===== src/rtl/pic_pkg.sv =====
package pic_pkg;
  localparam int PIC_LINES = 8;
  localparam int PIC_DW    = 8;
  localparam int PIC_LVL_W = $clog2(PIC_LINES);

  typedef logic [PIC_LINES-1:0] line_vec_t;
  typedef logic [PIC_LVL_W-1:0] lvl_t;

  typedef enum logic [1:0] {SEQ_RUN, SEQ_BASE, SEQ_CASC, SEQ_MODE} seq_t;

  typedef struct packed {
    logic hit;
    lvl_t lvl;
  } pick_t;

  localparam logic [2:0] OCW2_SPECIFIC = 3'b011;

  // Lowest-numbered set bit, i.e. the highest priority line.
  function automatic pick_t lowest_set(line_vec_t v);
    pick_t p;
    p = '0;
    for (int i = PIC_LINES - 1; i >= 0; i--) begin
      if (v[i]) begin
        p.hit = 1'b1;
        p.lvl = lvl_t'(i);
      end
    end
    return p;
  endfunction

  // Lines of equal or higher priority than l.
  function automatic line_vec_t upto_mask(lvl_t l);
    line_vec_t m;
    for (int i = 0; i < PIC_LINES; i++) m[i] = (i <= int'(l));
    return m;
  endfunction

  function automatic line_vec_t one_hot(lvl_t l);
    return line_vec_t'(1) << l;
  endfunction

  function automatic logic [PIC_DW-1:0] vector_for(logic [PIC_DW-1:0] base, lvl_t l);
    return base + PIC_DW'(l);
  endfunction
endpackage


===== src/rtl/pic_ctl.sv =====
module pic_ctl
  import pic_pkg::*;
(
  input  logic              clk,
  input  logic              rst_n,
  input  logic              bus_addr,
  input  logic              bus_wr,
  input  logic [PIC_DW-1:0] bus_wdata,
  output line_vec_t         imr,
  output logic [PIC_DW-1:0] base,
  output logic [PIC_DW-1:0] casc,
  output logic              aeoi,
  output logic              rd_isr,
  output logic              icw1_hit,
  output logic              eoi_hit,
  output lvl_t              eoi_lvl
);
  seq_t seq_q;
  logic cmd_wr, dat_wr, ocw3_hit;

  assign cmd_wr   = bus_wr && !bus_addr;
  assign dat_wr   = bus_wr && bus_addr;
  assign icw1_hit = cmd_wr && bus_wdata[4];
  assign ocw3_hit = cmd_wr && !bus_wdata[4] && bus_wdata[3];
  assign eoi_hit  = cmd_wr && !bus_wdata[4] && !bus_wdata[3] &&
                    (bus_wdata[7:5] == OCW2_SPECIFIC);
  assign eoi_lvl  = bus_wdata[PIC_LVL_W-1:0];

  always_ff @(posedge clk or negedge rst_n) begin
    if (!rst_n) begin
      seq_q  <= SEQ_RUN;
      imr    <= '1;
      base   <= '0;
      casc   <= '0;
      aeoi   <= 1'b0;
      rd_isr <= 1'b0;
    end else begin
      if (icw1_hit) begin
        seq_q  <= SEQ_BASE;
        rd_isr <= 1'b0;
      end else if (ocw3_hit && bus_wdata[1]) begin
        rd_isr <= bus_wdata[0];
      end
      if (dat_wr) begin
        unique case (seq_q)
          SEQ_RUN:  imr <= line_vec_t'(bus_wdata);
          SEQ_BASE: begin base <= bus_wdata; seq_q <= SEQ_CASC; end
          SEQ_CASC: begin casc <= bus_wdata; seq_q <= SEQ_MODE; end
          SEQ_MODE: begin aeoi <= bus_wdata[1]; seq_q <= SEQ_RUN; end
          default:  seq_q <= SEQ_RUN;
        endcase
      end
    end
  end

  // the base byte is the first data write of the sequence
  a_r2_base_step: assert property (@(posedge clk) disable iff (!rst_n)
    (dat_wr && seq_q == SEQ_BASE) |=> (seq_q == SEQ_CASC && base == $past(bus_wdata)))
    else $error("a_r2_base_step");
  a_r2_mask_kept: assert property (@(posedge clk) disable iff (!rst_n)
    (seq_q != SEQ_RUN) |=> $stable(imr))
    else $error("a_r2_mask_kept");
  a_r8_restart_sel: assert property (@(posedge clk) disable iff (!rst_n)
    icw1_hit |=> (!rd_isr && seq_q == SEQ_BASE))
    else $error("a_r8_restart_sel");
endmodule


===== src/rtl/pic_irr.sv =====
module pic_irr
  import pic_pkg::*;
(
  input  logic      clk,
  input  logic      rst_n,
  input  line_vec_t irq_in,
  input  line_vec_t trig_level,
  input  line_vec_t clr_mask,
  output line_vec_t irr
);
  line_vec_t prev_q, irr_q, rise, irr_d;

  assign rise = irq_in & ~prev_q;

  for (genvar g = 0; g < PIC_LINES; g++) begin : g_line
    always_comb begin
      if (trig_level[g]) irr_d[g] = irq_in[g];
      else               irr_d[g] = (irr_q[g] && !clr_mask[g]) || rise[g];
    end

    // edge request held until its own acknowledge
    a_r4_edge_hold: assert property (@(posedge clk) disable iff (!rst_n)
      (!trig_level[g] && irr_q[g] && !clr_mask[g]) |=> irr_q[g])
      else $error("a_r4_edge_hold");
    a_r4_level_track: assert property (@(posedge clk) disable iff (!rst_n)
      trig_level[g] |=> (irr_q[g] == $past(irq_in[g])))
      else $error("a_r4_level_track");
  end

  always_ff @(posedge clk or negedge rst_n) begin
    if (!rst_n) begin
      prev_q <= '0;
      irr_q  <= '0;
    end else begin
      prev_q <= irq_in;
      irr_q  <= irr_d;
    end
  end

  assign irr = irr_q;
endmodule


===== src/rtl/pic_prio.sv =====
module pic_prio
  import pic_pkg::*;
(
  input  line_vec_t irr,
  input  line_vec_t imr,
  input  line_vec_t isr,
  output logic      fwd,
  output lvl_t      lvl
);
  pick_t     pick;
  line_vec_t pend;
  logic      blocked;

  always_comb begin
    pend    = irr & ~imr;
    pick    = lowest_set(pend);
    blocked = |(isr & upto_mask(pick.lvl));
    fwd     = pick.hit && !blocked;
    lvl     = pick.lvl;
  end
endmodule


===== src/rtl/pic_svc.sv =====
module pic_svc
  import pic_pkg::*;
(
  input  logic              clk,
  input  logic              rst_n,
  input  logic              inta,
  input  logic              fwd,
  input  lvl_t              lvl,
  input  logic [PIC_DW-1:0] base,
  input  logic              aeoi,
  input  logic              icw1_hit,
  input  logic              eoi_hit,
  input  lvl_t              eoi_lvl,
  output line_vec_t         isr,
  output line_vec_t         irr_clr,
  output logic [PIC_DW-1:0] vec_out,
  output logic              vec_valid
);
  line_vec_t isr_q, set_mask, eoi_mask;
  logic ack_real, ack_spur, eoi_clash;
  logic [PIC_DW-1:0] vec_q;
  logic vv_q;

  assign ack_real  = inta && fwd;
  assign ack_spur  = inta && !fwd;
  assign set_mask  = (ack_real && !aeoi) ? one_hot(lvl) : '0;
  assign eoi_mask  = eoi_hit ? one_hot(eoi_lvl) : '0;
  assign irr_clr   = ack_real ? one_hot(lvl) : '0;
  assign eoi_clash = ack_real && (lvl == eoi_lvl);

  always_ff @(posedge clk or negedge rst_n) begin
    if (!rst_n) begin
      isr_q <= '0;
      vec_q <= '0;
      vv_q  <= 1'b0;
    end else begin
      if (icw1_hit) isr_q <= '0;
      else          isr_q <= (isr_q & ~eoi_mask) | set_mask;
      vv_q <= inta;
      if (inta) vec_q <= vector_for(base, ack_real ? lvl : lvl_t'('1));
    end
  end

  assign isr       = isr_q;
  assign vec_out   = vec_q;
  assign vec_valid = vv_q;

  // new in-service bits only follow an acknowledge
  a_r6_isr_from_ack: assert property (@(posedge clk) disable iff (!rst_n)
    (|(isr_q & ~$past(isr_q))) |-> $past(inta))
    else $error("a_r6_isr_from_ack");
  a_r6_strobe_cause: assert property (@(posedge clk) disable iff (!rst_n)
    vv_q |-> $past(inta))
    else $error("a_r6_strobe_cause");
  a_r7_eoi_clears: assert property (@(posedge clk) disable iff (!rst_n)
    (eoi_hit && !eoi_clash) |=> !isr_q[$past(eoi_lvl)])
    else $error("a_r7_eoi_clears");
  a_r9_auto_end: assert property (@(posedge clk) disable iff (!rst_n)
    (inta && aeoi && !eoi_hit && !icw1_hit) |=> $stable(isr_q))
    else $error("a_r9_auto_end");
  a_r10_spurious: assert property (@(posedge clk) disable iff (!rst_n)
    (ack_spur && !eoi_hit && !icw1_hit) |=> ($stable(isr_q) && vv_q))
    else $error("a_r10_spurious");
endmodule


===== src/rtl/pic_core.sv =====
module pic_core
  import pic_pkg::*;
(
  input  logic              clk,
  input  logic              rst_n,
  input  logic              bus_addr,
  input  logic              bus_wr,
  input  logic              bus_rd,
  input  logic [PIC_DW-1:0] bus_wdata,
  output logic [PIC_DW-1:0] bus_rdata,
  input  line_vec_t         irq_in,
  input  line_vec_t         trig_level,
  output logic              int_out,
  input  logic              inta,
  output logic [PIC_DW-1:0] vec_out,
  output logic              vec_valid,
  output logic [PIC_DW-1:0] cascade_cfg
);
  line_vec_t imr, irr, isr, irr_clr;
  logic [PIC_DW-1:0] base;
  logic aeoi, rd_isr, icw1_hit, eoi_hit, fwd;
  lvl_t eoi_lvl, win_lvl;

  pic_ctl u_ctl (
    .clk(clk), .rst_n(rst_n), .bus_addr(bus_addr), .bus_wr(bus_wr),
    .bus_wdata(bus_wdata), .imr(imr), .base(base), .casc(cascade_cfg),
    .aeoi(aeoi), .rd_isr(rd_isr), .icw1_hit(icw1_hit), .eoi_hit(eoi_hit),
    .eoi_lvl(eoi_lvl)
  );

  pic_irr u_irr (
    .clk(clk), .rst_n(rst_n), .irq_in(irq_in), .trig_level(trig_level),
    .clr_mask(irr_clr), .irr(irr)
  );

  pic_prio u_prio (
    .irr(irr), .imr(imr), .isr(isr), .fwd(fwd), .lvl(win_lvl)
  );

  pic_svc u_svc (
    .clk(clk), .rst_n(rst_n), .inta(inta), .fwd(fwd), .lvl(win_lvl),
    .base(base), .aeoi(aeoi), .icw1_hit(icw1_hit), .eoi_hit(eoi_hit),
    .eoi_lvl(eoi_lvl), .isr(isr), .irr_clr(irr_clr), .vec_out(vec_out),
    .vec_valid(vec_valid)
  );

  assign int_out = fwd;

  always_comb begin
    if (!bus_rd)       bus_rdata = '0;
    else if (bus_addr) bus_rdata = PIC_DW'(imr);
    else if (rd_isr)   bus_rdata = PIC_DW'(isr);
    else               bus_rdata = PIC_DW'(irr);
  end

  // a forwarded line is pending and unmasked
  a_r5_fwd_pending: assert property (@(posedge clk) disable iff (!rst_n)
    int_out |-> (irr[win_lvl] && !imr[win_lvl]))
    else $error("a_r5_fwd_pending");
  // a full mask silences the interrupt line
  a_r3_full_mask: assert property (@(posedge clk) disable iff (!rst_n)
    (imr == '1) |-> !int_out)
    else $error("a_r3_full_mask");
endmodule


===== config.mk =====
export PLATFORM = sky130hd
export DESIGN_NAME = pic_core
export DESIGN_NICKNAME = d
export VERILOG_FILES = /design/src/rtl/pic_pkg.sv /design/src/rtl/pic_ctl.sv /design/src/rtl/pic_irr.sv /design/src/rtl/pic_prio.sv /design/src/rtl/pic_svc.sv /design/src/rtl/pic_core.sv
export SDC_FILE = /design/constraint.sdc
export NUM_CORES = 1
export LEC_CHECK = 0
export ABC_AREA = 0
export BUFFER_PORTS_ARGS = -buffer_cell sky130_fd_sc_hd__buf_2
export CAP_MARGIN = 40
export CORE_ASPECT_RATIO = 0.8
export CORE_UTILIZATION = 51
export DETAILED_ROUTE_END_ITERATION = 12
export GPL_TIMING_DRIVEN = 0
export PLACE_DENSITY = 0.86
export SLEW_MARGIN = 20
export SYNTH_ARGS = -nofsm -noshare
export SYNTH_HDL_FRONTEND = slang
export SYNTH_SLANG_ARGS = --single-unit

===== constraint.sdc =====
create_clock -name clk -period 2.9 [get_ports clk]
set_input_delay 0.435 -clock clk [delete_from_list [all_inputs] [get_ports clk]]
set_output_delay 0.435 -clock clk [all_outputs]
set_load 0.03 [all_outputs]

==> flow_summary.ini <==
[global_route]
grt_max_degree = 62
grt_usage_pct = 26.4
grt_pass1_vias = 2618
grt-ovfl-total = 0
grt_pass1_wl_um = 13300
antenna_found_initial = 0

[synthesis]
synth.area.mux_share_pct = 12.0
yosysTopAreaCellShare_pct = 40.4
async_flop_share_pct = 100
synth_adder_area_share_pct = 3.65
yosys.area_share.simple_pct = 17.5
synth_ff_type = dfrtp_1
synth_top_family_by_area = simple AND/OR/NAND/NOR gates
synthesis.nets = 342
synth_xor_area_share_pct = 1.60
syn_area_um2 = 3290
synth_cells = 303
ys_warn_count = 0
seq_area_frac_synth_pct = 46.7
ys_top_cells_by_area = dfrtp_1 (40%), mux2_2 (9.6%), dfstp_2 (6.4%)
synthDistinctLibCells = 61
synth-seq-cells = 61
synth-compound-area-share_pct = 15.4
synth_area_leader_cell = dfrtp_1
synth-edff-count = 0
synth_area_per_cell_um2 = 10.8

[setup_path]
ff2ff_setup_slack_ns = -0.1
crit_type = reg2reg
critPathLaunchType = flip-flop
cp_data_arrival_time_ns = 3.22
path_max_fanout = 5
critical_path_required_ns = 3.12
endpoint_kind = flip-flop

[timing]
clock.fmax_mhz = 334
relSlewSlack_pct = 52.3
setup_violations = 3
finalHoldViolations = 0
tightest_slew_ns = 0.715
layout_setup_ws_ns = -0.0969
timing.final.crit_share_pct = 103
period_needed_ns = 3.00
final.setup_skew_ns = 0.00943
rsz0062_at_grt = true
final_max_slew_viol_count = 0

[run]
drv_cap = 0

[cts]
clockBufferDepth = 2
cts_num_sinks = 61
clockRootBuffer = clkbuf_8
path_clk_slew_ns = 0.07
cts_inserted_buffers = 9
htreeDepth = 3
cts_tree = done
clk_latency_ns = 0.35

[route]
drt-initial-drc-count = 247
drt_pre_antenna_iters = 5
drt-vias-per-instance = 5.82
drt.antenna.violating_nets = 0
vias = 2728
drcViolationCount = 0
wl_per_cell_um = 18.1
drt_wl_total_um = 8470

[layout]
diodes = 0
nets = 422
layout-drive-gt1-share_pct = 39.9
fin_util_pct = 67.6
fin_area_um2 = 4100
fillers = 498
syn2layout_area_growth_pct = 24.8

[placement]
place_ws_ns = -0.221
post_dp_cell_area_um2 = 3650
place_congestion = 0.914
hpwl_um = 5790
io_buffer_count = 52

[pwr]
p_leak_nw = 1.84
power_density_nw_per_um2 = 1110
irDropWorstVdd_mv = 0.560

[die]
dieArea_um2 = 6770
die_w_um = 91.8
die_height_um = 73.8
core_area_um2 = 6070
rows = 25
ios = 56
initial_core_util_pct = 54.2

[hold_path]
hp-class = in2reg

[run_status]
violations = setup timing
outcome = finished with violations
[registers in the layout, summed over array words and instances, names as in the netlist]
| register | cells |
|---|---|
| u_ctl.base | 8 |
| u_ctl.casc | 8 |
| u_ctl.imr | 8 |
| u_irr.irr | 8 |
| u_irr.prev_q | 8 |
| u_svc.isr | 8 |
| u_svc.vec_out | 8 |
| u_ctl.seq_q | 2 |
| u_ctl.aeoi | 1 |
| u_ctl.rd_isr | 1 |
| u_svc.vec_valid | 1 |
[final cells by class]
type,count,area (µm²),area share (%)
Multi-Input combinational cell,217,1760,42.9
Sequential cell,61,1540,37.5
Timing Repair Buffer,69,413,10.1
Clock buffer,12,145,3.54
Tap cell,81,101,2.47
Inverter,15,56.3,1.37
Clock inverter,4,47.5,1.16
Buffer,10,42.5,1.04
[cells by family after synthesis]
group	Yosys count
AO/OA/AOI/OAI	73
AND/OR/NAND/NOR	93
XOR/XNOR	6
buffers and inverters	25
multiplexers	36
flip-flops	61
adder cells (fa/ha/maj)	9
[path summary, 6_finish.rpt]
path | startpoint | to | cells after the start
worst max-delay path | u_ctl.imr[3]$_DFFE_PN1P_ | u_svc.vec_out[7]$_DFFE_PN0P_ | 13
worst min-delay path | irq_in[2] | u_irr.prev_q[2]$_DFF_PN0_ | 1
worst max register to register | u_ctl.imr[3]$_DFFE_PN1P_ | u_svc.vec_out[7]$_DFFE_PN0P_ | 13
worst min register to register | u_ctl.casc[5]$_DFFE_PN0P_ | u_ctl.casc[5]$_DFFE_PN0P_ | 1
max in group asynchronous | rst_n | u_ctl.imr[3]$_DFFE_PN1P_ | 3
min in group asynchronous | rst_n | u_svc.vec_valid$_DFF_PN0_ | 2
[cells in the final DEF (no fill, tap or decap), types with 5 or more instances in the layout]
| cell | synthesis | layout |
|---|---|---|
| a21oi_1 | 9 | 7 |
| and2_1 | 8 | 8 |
| buf_2 | 1 | 52 |
| buf_4 | 1 | 17 |
| clkbuf_1 | 6 | 8 |
| clkbuf_8 | 0 | 10 |
| dfrtp_1 | 53 | 53 |
| dfstp_2 | 8 | 8 |
| ha_1 | 8 | 7 |
| inv_1 | 15 | 15 |
| mux2_2 | 28 | 27 |
| mux2i_1 | 8 | 8 |
| nand2_1 | 20 | 19 |
| nand2b_1 | 11 | 9 |
| nand3_1 | 9 | 7 |
| nand4_1 | 6 | 6 |
| nor2_1 | 12 | 11 |
| nor2b_2 | 4 | 5 |
| o211ai_1 | 6 | 6 |
| o21ai_0 | 20 | 20 |
| o21ai_1 | 6 | 6 |
[through the flow]
| stage | cells | total power [W] | setup TNS, ns | hold slack, ns |
|---|---|---|---|---|
| global route | 469 | 0.00481 | -0.562 | 0.184 |
| floorplan | 303 | 0.00289 | 0 | 0.139 |
| global placement | 436 | 0.00336 | -0.440 | 0.483 |
| CTS | 459 | 0.00435 | -0.110 | 0.183 |
| detailed placement | 436 | 0.00342 | -0.708 | 0.489 |
| finish | 469 | 0.00457 | -0.143 | 0.199 |
[synthesized netlist by cell type (all sizes together) (3+ instances only)]
cell,n
o22ai,4
xnor2,4
a21boi,4
inv,15
clkbuf,6
buf,4
nor2,12
o211ai,6
nand2,20
a31o,4
nor4,3
dfstp,8
and2,9
nor4b,4
nand3,9
nand4,7
mux2i,8
dfrtp,53
nor2b,8
nor3,4
ha,8
o21ai,27
nand2b,12
a21oi,9
mux2,28
[worst max-delay path: stages (launching register included)]
cell and delay (ns):
dfstp_2 0.60, nor2b_4 0.07, nor4_4 0.38, nand3_1 0.16
a211o_4 0.35, and2_4 0.15, nand4_1 0.12, ha_1 0.25
a21o_1 0.17, a21oi_2 0.21, nor2_2 0.09, nand3_2 0.07
xor2_1 0.16, a21oi_1 0.08
[per-layer routing]
layer | vias up | track usage (%) | wire, µm
met5 | - | 0 | 0
met4 | 0 | 7.99 | 128
met3 | 15 | 8.28 | 606
met2 | 133 | 40.4 | 3750
met1 | 1315 | 36.2 | 3980
li1 | 1265 | - | -
[report_power, final]
part | total [W] | internal (W) | switching [W] | leakage (nW)
logic | 0.00233 | 0.00104 | 0.00129 | 1.03
clock network | 0.000758 | 0.000418 | 0.000340 | 0.0964
registers | 0.00149 | 0.00121 | 0.000276 | 0.719
total | 0.00457 | 0.00266 | 0.00191 | 1.84
[repair_timing]
| action | in CTS | in global routing |
|---|---|---|
| endpoints found under the setup margin | 5 | 5 |
| pin swaps | 14 | 22 |
| resized for setup | 13 | 11 |
| hold endpoints to repair | 0 | 3 |
| buffers inserted | 7 | 8 |
| hold buffers | 0 | 1 |
Note: power is estimated with default switching activity, not from simulation.
